**src/rtl/fpm_pkg.sv**
```systemverilog
package fpm_pkg;
  localparam int EXP_W   = 8;
  localparam int FRAC_W  = 23;
  localparam int SIG_W   = FRAC_W + 1;
  localparam int PROD_W  = 2 * SIG_W;
  localparam int WORD_W  = 1 + EXP_W + FRAC_W;
  localparam int EI_W    = EXP_W + 2;
  localparam int BIAS    = (1 << (EXP_W - 1)) - 1;
  localparam int EXP_MAX = (1 << EXP_W) - 1;

  localparam logic [WORD_W-1:0] QNAN_WORD =
    {1'b0, {EXP_W{1'b1}}, 1'b1, {(FRAC_W-1){1'b0}}};

  typedef enum logic [2:0] {
    CLS_ZERO = 3'd0,
    CLS_SUB  = 3'd1,
    CLS_NORM = 3'd2,
    CLS_INF  = 3'd3,
    CLS_NAN  = 3'd4
  } fpClass_e;

  typedef struct packed {
    logic capture;
  } ctrlStrobe_t;

  typedef struct packed {
    logic [WORD_W-1:0] word;
    logic              ovf;
    logic              unf;
    logic              inv;
    fpClass_e          clsA;
    fpClass_e          clsB;
    fpClass_e          clsRes;
  } mulResult_t;
endpackage

```
**src/rtl/fpm_classify.sv**
```systemverilog
module fpm_classify
  import fpm_pkg::*;
(
  input  logic [EXP_W-1:0]  expIn,
  input  logic [FRAC_W-1:0] fracIn,
  output fpClass_e          cls
);
  logic expAllZero;
  logic expAllOne;
  logic fracZero;

  assign expAllZero = (expIn == '0);
  assign expAllOne  = (expIn == {EXP_W{1'b1}});
  assign fracZero   = (fracIn == '0);

  always_comb begin
    if (expAllZero)     cls = fracZero ? CLS_ZERO : CLS_SUB;
    else if (expAllOne) cls = fracZero ? CLS_INF  : CLS_NAN;
    else                cls = CLS_NORM;
  end
endmodule

```
**src/rtl/fpm_sigmul.sv**
```systemverilog
module fpm_sigmul
  import fpm_pkg::*;
(
  input  logic [FRAC_W-1:0] fracA,
  input  logic [FRAC_W-1:0] fracB,
  output logic [PROD_W-1:0] prod
);
  logic [SIG_W-1:0] sigA;
  logic [SIG_W-1:0] sigB;

  assign sigA = {1'b1, fracA};
  assign sigB = {1'b1, fracB};
  assign prod = PROD_W'(sigA) * PROD_W'(sigB);
endmodule

```
**src/rtl/fpm_control.sv**
```systemverilog
module fpm_control
  import fpm_pkg::*;
#(
  parameter bit REG_OUT = 1'b1
) (
  input  logic        clk,
  input  logic        rstN,
  input  logic        inValid,
  output ctrlStrobe_t strobe,
  output logic        outValid
);
  assign strobe.capture = inValid;

  if (REG_OUT) begin : g_regValid
    logic validQ;
    always_ff @(posedge clk or negedge rstN) begin
      if (!rstN) validQ <= 1'b0;
      else       validQ <= inValid;
    end
    assign outValid = validQ;
  end else begin : g_combValid
    assign outValid = inValid;
  end
endmodule

```
**src/rtl/fpm_datapath.sv**
```systemverilog
module fpm_datapath
  import fpm_pkg::*;
#(
  parameter bit REG_OUT = 1'b1
) (
  input  logic              clk,
  input  logic              rstN,
  input  ctrlStrobe_t       strobe,
  input  logic [WORD_W-1:0] inA,
  input  logic [WORD_W-1:0] inB,
  output mulResult_t        res
);
  localparam logic signed [EI_W-1:0] E_MAX_S = EI_W'(EXP_MAX);
  localparam logic signed [EI_W-1:0] E_BIAS_S = EI_W'(BIAS);

  logic [EXP_W-1:0]  opExp  [2];
  logic [FRAC_W-1:0] opFrac [2];
  fpClass_e          opCls  [2];

  assign opExp[0]  = inA[WORD_W-2 -: EXP_W];
  assign opExp[1]  = inB[WORD_W-2 -: EXP_W];
  assign opFrac[0] = inA[FRAC_W-1:0];
  assign opFrac[1] = inB[FRAC_W-1:0];

  for (genvar gi = 0; gi < 2; gi++) begin : g_opClass
    fpm_classify u_cls (
      .expIn  (opExp[gi]),
      .fracIn (opFrac[gi]),
      .cls    (opCls[gi])
    );
  end

  logic [PROD_W-1:0] prod;
  fpm_sigmul u_mul (
    .fracA (opFrac[0]),
    .fracB (opFrac[1]),
    .prod  (prod)
  );

  // Normalization: one-bit check of the product top bit
  logic              topBit;
  logic [PROD_W-1:0] normProd;
  logic [FRAC_W-1:0] normFrac;

  assign topBit   = prod[PROD_W-1];
  assign normProd = topBit ? prod : (prod << 1);
  assign normFrac = FRAC_W'(normProd >> SIG_W);

  // Exponent in a widened signed intermediate
  logic signed [EI_W-1:0] expSum;
  assign expSum = $signed(EI_W'(opExp[0])) + $signed(EI_W'(opExp[1]))
                - E_BIAS_S + $signed(EI_W'(topBit));

  logic resSign;
  assign resSign = inA[WORD_W-1] ^ inB[WORD_W-1];

  logic anyNan;
  logic anyInf;
  logic anyZero;
  assign anyNan  = (opCls[0] == CLS_NAN) || (opCls[1] == CLS_NAN);
  assign anyInf  = (opCls[0] == CLS_INF) || (opCls[1] == CLS_INF);
  assign anyZero = (opCls[0] == CLS_ZERO) || (opCls[0] == CLS_SUB)
                || (opCls[1] == CLS_ZERO) || (opCls[1] == CLS_SUB);

  logic [WORD_W-1:0] resWord;
  logic              ovfN;
  logic              unfN;
  logic              invN;

  always_comb begin
    ovfN = 1'b0;
    unfN = 1'b0;
    invN = 1'b0;
    if (anyNan || (anyInf && anyZero)) begin
      resWord = QNAN_WORD;
      invN    = 1'b1;
    end else if (anyInf) begin
      resWord = {resSign, {EXP_W{1'b1}}, {FRAC_W{1'b0}}};
    end else if (anyZero) begin
      resWord = {resSign, {(WORD_W-1){1'b0}}};
    end else if (expSum >= E_MAX_S) begin
      resWord = {resSign, {EXP_W{1'b1}}, {FRAC_W{1'b0}}};
      ovfN    = 1'b1;
    end else if (expSum <= 0) begin
      resWord = {resSign, {(WORD_W-1){1'b0}}};
      unfN    = 1'b1;
    end else begin
      resWord = {resSign, expSum[EXP_W-1:0], normFrac};
    end
  end

  fpClass_e resCls;
  fpm_classify u_resCls (
    .expIn  (resWord[WORD_W-2 -: EXP_W]),
    .fracIn (resWord[FRAC_W-1:0]),
    .cls    (resCls)
  );

  mulResult_t nxt;
  always_comb begin
    nxt.word   = resWord;
    nxt.ovf    = ovfN;
    nxt.unf    = unfN;
    nxt.inv    = invN;
    nxt.clsA   = opCls[0];
    nxt.clsB   = opCls[1];
    nxt.clsRes = resCls;
  end

  if (REG_OUT) begin : g_outReg
    always_ff @(posedge clk or negedge rstN) begin
      if (!rstN)               res <= '0;
      else if (strobe.capture) res <= nxt;
    end
  end else begin : g_outComb
    assign res = nxt;
  end
endmodule

```
**src/rtl/fpm_top.sv**
```systemverilog
module fpm_top
  import fpm_pkg::*;
#(
  parameter bit REG_OUT = 1'b1
) (
  input  logic              clk,
  input  logic              rstN,
  input  logic              inValid,
  input  logic [WORD_W-1:0] inA,
  input  logic [WORD_W-1:0] inB,
  output logic              outValid,
  output logic [WORD_W-1:0] outProd,
  output logic              flagOverflow,
  output logic              flagUnderflow,
  output logic              flagInvalid,
  output logic [2:0]        classA,
  output logic [2:0]        classB,
  output logic [2:0]        classRes
);
  ctrlStrobe_t strobe;
  mulResult_t  res;

  fpm_control #(.REG_OUT(REG_OUT)) u_ctrl (
    .clk      (clk),
    .rstN     (rstN),
    .inValid  (inValid),
    .strobe   (strobe),
    .outValid (outValid)
  );

  fpm_datapath #(.REG_OUT(REG_OUT)) u_dp (
    .clk    (clk),
    .rstN   (rstN),
    .strobe (strobe),
    .inA    (inA),
    .inB    (inB),
    .res    (res)
  );

  assign outProd       = res.word;
  assign flagOverflow  = res.ovf;
  assign flagUnderflow = res.unf;
  assign flagInvalid   = res.inv;
  assign classA        = res.clsA;
  assign classB        = res.clsB;
  assign classRes      = res.clsRes;
endmodule

```
**config.mk**
```make
export PLATFORM = sky130hd
export DESIGN_NAME = fpm_top
export DESIGN_NICKNAME = d
export VERILOG_FILES = /design/src/rtl/fpm_pkg.sv /design/src/rtl/fpm_classify.sv /design/src/rtl/fpm_sigmul.sv /design/src/rtl/fpm_control.sv /design/src/rtl/fpm_datapath.sv /design/src/rtl/fpm_top.sv
export SDC_FILE = /design/constraint.sdc
export NUM_CORES = 2
export LEC_CHECK = 0
export ABC_AREA = 1
export BUFFER_PORTS_ARGS = -buffer_cell sky130_fd_sc_hd__buf_2
export CORE_MARGIN = 4
export CORE_UTILIZATION = 54
export CTS_CLUSTER_SIZE = 16
export DETAILED_ROUTE_END_ITERATION = 10
export GPL_TIMING_DRIVEN = 0
export PLACE_DENSITY = 0.71
export REMOVE_ABC_BUFFERS = 1
export SYNTH_ARGS = -nofsm -noshare
export SYNTH_HDL_FRONTEND = slang
export SYNTH_SLANG_ARGS = --single-unit
```
**constraint.sdc**
```tcl
create_clock -name clk -period 0.8 [get_ports clk]
set_input_delay 0.12 -clock clk [delete_from_list [all_inputs] [get_ports clk]]
set_output_delay 0.12 -clock clk [all_outputs]
set_load 0.01 [all_outputs]
```
### Yosys cells after proc, flatten, opt, wreduce, memory -nomap -nowiden

Cells that the tools add are included.

| operators by class | value |
|---|---|
| add/subtract/negate cells | 3 |
| multipliers | 1 |
| magnitude comparators | 2 |
| eq/ne operators | 9 |
| mux-type cells | 28 |
| bitwise logic cells | 1 |
| reductions and logical operators | 15 |

Operators with widths:

| kind | number |
|---|---|
| 31-bit 2-to-1 mux | 4 |
| 23-bit zero test | 3 |
| 24-bit by 24-bit multiplier with 48-bit output | 1 |
| 47-bit 2-to-1 mux | 1 |
| 32-bit 2-to-1 mux | 1 |
| 3-bit 2-to-1 mux | 9 |
| 8-bit equality test (second input constant) | 3 |
| 8-bit zero test | 3 |
| 1-bit 2-to-1 mux | 13 |
| 10-bit by 2-bit adder with 10-bit output | 1 |
| 10-bit by 9-bit >= comparator with 1-bit output (second input constant) | 1 |
| 10-bit by 1-bit <= comparator with 1-bit output (second input constant) | 1 |
| 10-bit by 8-bit subtractor with 10-bit output (second input constant) | 1 |
| 8-bit by 8-bit adder with 9-bit output | 1 |
| 3-bit by 1-bit equality test with 1-bit output (second input constant) | 2 |
| 3-bit by 2-bit equality test with 1-bit output (second input constant) | 2 |
| 3-bit equality test (second input constant) | 2 |
| 3-bit zero test | 2 |
| 1-bit logical OR | 6 |
| 1-bit logical AND | 1 |
| 1-bit XOR | 1 |

| word-level totals | value |
|---|---|
| register bits after elaboration | 45 |
| input bits | 67 |
| output and inout port bits | 45 |
| word-level logic and storage cells | 67 |

### Longest topological paths before layout

| logic depth | value |
|---|---|
| depth in word-level cells | 15 |
| mapped depth | 54 |
| depth with buffers taken out | 50 |

### By module

From an unflattened synthesis, not the netlist that was laid out.

| unflattened totals | value |
|---|---|
| cell total of the unflattened synthesis | 3,407 |
| area, all modules | 24,247.0 um^2 |

Modules (own cells, without submodules):

| module | instances | cells each | area each (um^2) | seq. area each (um^2) |
|---|---|---|---|---|
| fpm_sigmul | 1 | 2,815 | 20,369.5 | 0.0 |
| fpm_datapath | 1 | 482 | 3,315.7 | 1,101.1 |
| fpm_classify | 3 | 36 | 176.4 | 0.0 |
| fpm_control | 1 | 2 | 32.5 | 25.0 |

### Worst setup path after synthesis

OpenSTA, ideal clock, no wires.

| path | value |
|---|---|
| kind | input to register |
| from | in inB[3] |
| to | reg, netlist name u_dp.res[0] |
| library setup time | 66 ps |
| data arrival time | 7,731 ps |
| required time | 734 ps |
| setup slack | -6,997 ps |
| stages | 49 |
| path buffers | 4 |
| cell sequence | clkbuf_1 -> clkbuf_1 -> nand2_1 -> fa_1 -> inv_1 -> fa_1 -> inv_1 -> fa_1 -> inv_1 -> fa_1 -> inv_1 -> fa_1 -> inv_1 -> fa_1 -> inv_1 -> fa_1 -> inv_1 -> ha_1 -> [13 not listed] -> ha_1 -> or2_2 -> a21oi_1 -> nand2_1 -> a21oi_1 -> nand2_1 -> nor2_1 -> nand2_1 -> nand4_4 -> inv_4 -> buf_6 -> o21ai_1 -> nand2_1 -> nor2_1 -> nand2_1 -> nor2_1 -> nand3_1 -> nand2_1 |

| on the way | value |
|---|---|
| cells in the longest elaborated chain, start to end | 14 |
| elaborated cells between the ends (all ways) | 32 |
| those cells by class | add/sub (1); mul (1); order compare (2); eq/ne (4); mux (14); reduce/logical (10) |

Ends and longest elaborated chain:

| item | line | source |
|---|---|---|
| start, declared | fpm_top.sv:10 | `input logic [WORD_W-1:0] inB,` |
| branches (longest 9 deep; another with 24-bit by 24-bit multiplier with 48-bit output) | - |  |
| 32-bit 2-to-1 mux (*) | fpm_datapath.sv:74 | `if (anyNan \|\| (anyInf && anyZero)) begin` |
| 23-bit zero test | fpm_classify.sv:14 | `assign fracZero = (fracIn == '0);` |
| 3-bit 2-to-1 mux (2 in series) | fpm_classify.sv:18 | `else if (expAllOne) cls = fracZero ? CLS_INF : CLS_NAN;` |
| 3-bit 2-to-1 mux (*) | fpm_classify.sv:17 | `if (expAllZero) cls = fracZero ? CLS_ZERO : CLS_SUB;` |

Every way passes the cells marked *.
A chain may end at the register's enable or synchronous reset.

### Worst setup path after layout

| path | value |
|---|---|
| from | in inA[13] |
| to | reg, netlist name u_dp.res[1] |

| on the way | value |
|---|---|
| cells in the longest elaborated chain, start to end | 15 |
| elaborated cells between the ends (all ways) | 32 |
| those cells by class | add/sub (1); mul (1); order compare (2); eq/ne (4); mux (13); reduce/logical (11) |

Ends and longest elaborated chain:

| item | line | source |
|---|---|---|
| start, declared | fpm_top.sv:9 | `input logic [WORD_W-1:0] inA,` |
| branches (longest 10 deep; another with 24-bit by 24-bit multiplier with 48-bit output) | - |  |
| 32-bit 2-to-1 mux (*) | fpm_datapath.sv:74 |  |
| 23-bit zero test | fpm_classify.sv:14 |  |
| 3-bit 2-to-1 mux (2 in series) | fpm_classify.sv:18 |  |
| 3-bit 2-to-1 mux (*) | fpm_classify.sv:17 |  |

Marks and branches as above.

==> results_dict.tcl <==
set metrics [dict create \
    synth-async-reset-ratio 1.00 \
    outcome "complete, but fails checks" \
    port_buffers 111 \
    r2r_end "u_dp.res[17]$_DFFE_PN0P_" \
    layout_setup_ws_ps -6560 \
    clock-root-buffer "clkbuf_16" \
    final_layout_size_suffix_gt1_frac 0.144 \
    dr.first_iter.drc_count 1593 \
    critPathKind "input port to flip-flop" \
    cts_buffers 5 \
    cts_sinks 45 \
    dieArea_um2 47100 \
    remaining_drc_errors 0 \
    synth_area_leaders "fa_1, nand2_1, inv_1" \
    synth.largest_area_cell "fa_1" \
    ant_nets 0 \
    netlist_area_um2 23600 \
    overflow 0 \
    vias_per_cell 5.30 \
    die-width_um 217 \
    coreArea_um2 43200 \
    r2r_start "u_dp.res[17]$_DFFE_PN0P_" \
    hpwl_um 50900 \
    finalSetupViolations 89 \
    ys_seq_elements 45 \
    period_share 9.19 \
    wirelength_um 74900 \
    firstDrtPassIters 6 \
    io_pins 112 \
    areaGrowthSynthToFinish_pct 19.1 \
    cp-end-kind "flip-flop" \
    cts_max_level 2 \
    slowest_stage "fa_2" \
    fillCellCount 3676 \
    final-hold-violation-count 45 \
    synth-main-ff-cell "dfrtp_1" \
    cts_tree "done" \
    die_y_um 217 \
    start_util 0.547 \
    ctsHoldBuffers 0 \
    synth.distinct_cells 46 \
    crit_path_max_fanout 6 \
    fmax_mhz 136 \
    yosysSeqAreaShare 0.0477 \
    antenna_found_initial 0 \
    fin_crit_ps 7360 \
    ys_warn_count 0 \
    syn_avg_cell_area_um2 7.10 \
    wl_per_cell_um 18.6 \
    failed_checks "negative hold slack, negative setup slack" \
    relSlewSlack 0.366 \
    grt_pass1_vias 22867 \
    synth_edf_count 0 \
    insertion_delay_ps 290 \
    whs_ps -123 \
    hp-class "input port to async pin" \
    reg2regPathDepth 4 \
    syn_inst 3326 \
    synth_top_area_share 0.409 \
    grt_max_degree 46 \
    arrival_ps 7540 \
    worst_setup_path_start_kind "input port" \
    grt_util_all_layers 0.308 \
    required_ps 990 \
    maxSlewViolCount 0 \
    maxCapViolCount 0 \
    gp_congestion 0.951 \
    worstMarginPinSlew_ps 942 \
    grt_first_pass_wirelength_um 117000 \
    clk_pin_slew_ps 70 \
    worst-r2r-setup-slack_ps -70 \
    rsz0062_at_grt "true" \
    std_cell_rows 76 \
    fin_skew_ps 0 \
    nets 4178 \
    vias 21409 \
    critPathMaxStageDelay_ps 610 \
    clockBufferDepth 2 \
]
## metal layers
metal,routed length [um],GRT usage
met3,6120,0.0360
met5,0,0
met4,3540,0.0958
met1,28700,0.400
met2,36500,0.544
## worst max path at each step
stage	slack, ps	start	to
4_1_cts	-6510	inA[13]	u_dp.res[1]$_DFFE_PN0P_
5_1_grt	-6780	inA[18]	u_dp.res[1]$_DFFE_PN0P_
2_1_floorplan	-6490	inB[0]	u_dp.res[0]$_DFFE_PN0P_
3_3_place_gp	-7910	inA[13]	u_dp.res[0]$_DFFE_PN0P_
3_5_place_dp	-7980	inA[12]	u_dp.res[0]$_DFFE_PN0P_
6_report	-6560	inA[13]	u_dp.res[1]$_DFFE_PN0P_
## cell type report
| cell class | count | area [um2] | area share |
|---|---|---|---|
| timing repair buffer | 231 | 3030 | 0.108 |
| inverter | 988 | 3760 | 0.134 |
| timing repair inverter | 1 | 6.26 | 0.000223 |
| clock inverter | 3 | 25.0 | 0.000890 |
| clock buffer | 5 | 125 | 0.00445 |
| antenna | 1 | 2.50 | 0.0000890 |
| sequential | 45 | 1130 | 0.0401 |
| multi-input combinational | 2178 | 19300 | 0.687 |
| tap | 585 | 732 | 0.0260 |
## cells by family after synthesis
family	after synthesis	share of synthesized area
AOI/OAI and AO/OA	117	0.0275
xor gates and xnor gates	10	0.00371
adders and majority gates	661	0.504
buffers and inverters	1104	0.178
DFF	45	0.0477
and+or+nand+nor	1389	0.239
## sequential cells by signal, summed over array words and instances (netlist names)
name	cells
u_dp.res	44
u_ctrl.outValid	1
## critical path, delay by kind of cell
kind / cells / cell delay [ps]
AOI/OAI and AO/OA: 2 / 240
adders and majority gates: 10 / 4150
buffers and inverters: 8 / 690
and+or+nand+nor: 23 / 2290
## synthesized netlist by cell type, types with 6 or more instances
cell and instances:
nand2_1 1049, inv_1 976, fa_1 482, ha_1 179
nor2_1 159, clkbuf_1 103, nand3_1 93, a21oi_1 53
dfrtp_1 45, o21ai_0 20, nand4_1 18, o21ai_1 15
nand2_2 13, a31oi_1 11, inv_2 10, nand3b_1 9
nor2_2 9, nor3_1 9, o21bai_1 9, buf_6 6
## cells in the final DEF (no fill, tap or decap), drive strengths merged
cell type / instances
clkdlybuf4s18: 1
xor2: 5
o21bai: 9
bufbuf: 5
diode: 1
xnor2: 5
dfrtp: 45
nand3: 97
a21boi: 1
inv: 986
clkinvlp: 3
o21ai: 35
fa: 482
nand3b: 9
nor4: 7
a22o: 1
a31oi: 11
and2: 2
nor3b: 1
nor3: 11
a21oi: 55
clkbuf: 17
nor2: 172
a221oi: 1
o31ai: 2
clkinv: 3
buf: 213
nand4: 21
o21a: 2
and3: 1
nand2: 1065
or2: 4
ha: 179
## what timing repair did
| item | 4_1_cts | 5_1_grt |
|---|---|---|
| endpoints found under the setup margin | 89 | 134 |
| buffers inserted | 59 | 37 |
| hold endpoints to repair | 0 | 45 |
| resized for setup | 369 | 158 |
| gates cloned | 19 | 11 |
| pin swaps | 90 | 121 |
## per-stage QoR
step / instances / setup TNS [ps] / setup WS, ps / area, um2 / util
floorplan: 3210 / -219690 / -6490 / 23100 / -
global placement: 3906 / -285850 / -7910 / 24400 / 0.565
detailed placement: 3906 / -292340 / -7980 / 24400 / 0.565
CTS: 3990 / -229100 / -6510 / 27000 / 0.624
global route: 4036 / -240850 / -6780 / 28100 / 0.651
finish: 4037 / -230160 / -6560 / 28100 / 0.651
Power is left out: the tool's default activity adds up to more than one toggle a clock period on the data nets, which glitch-free logic cannot reach.
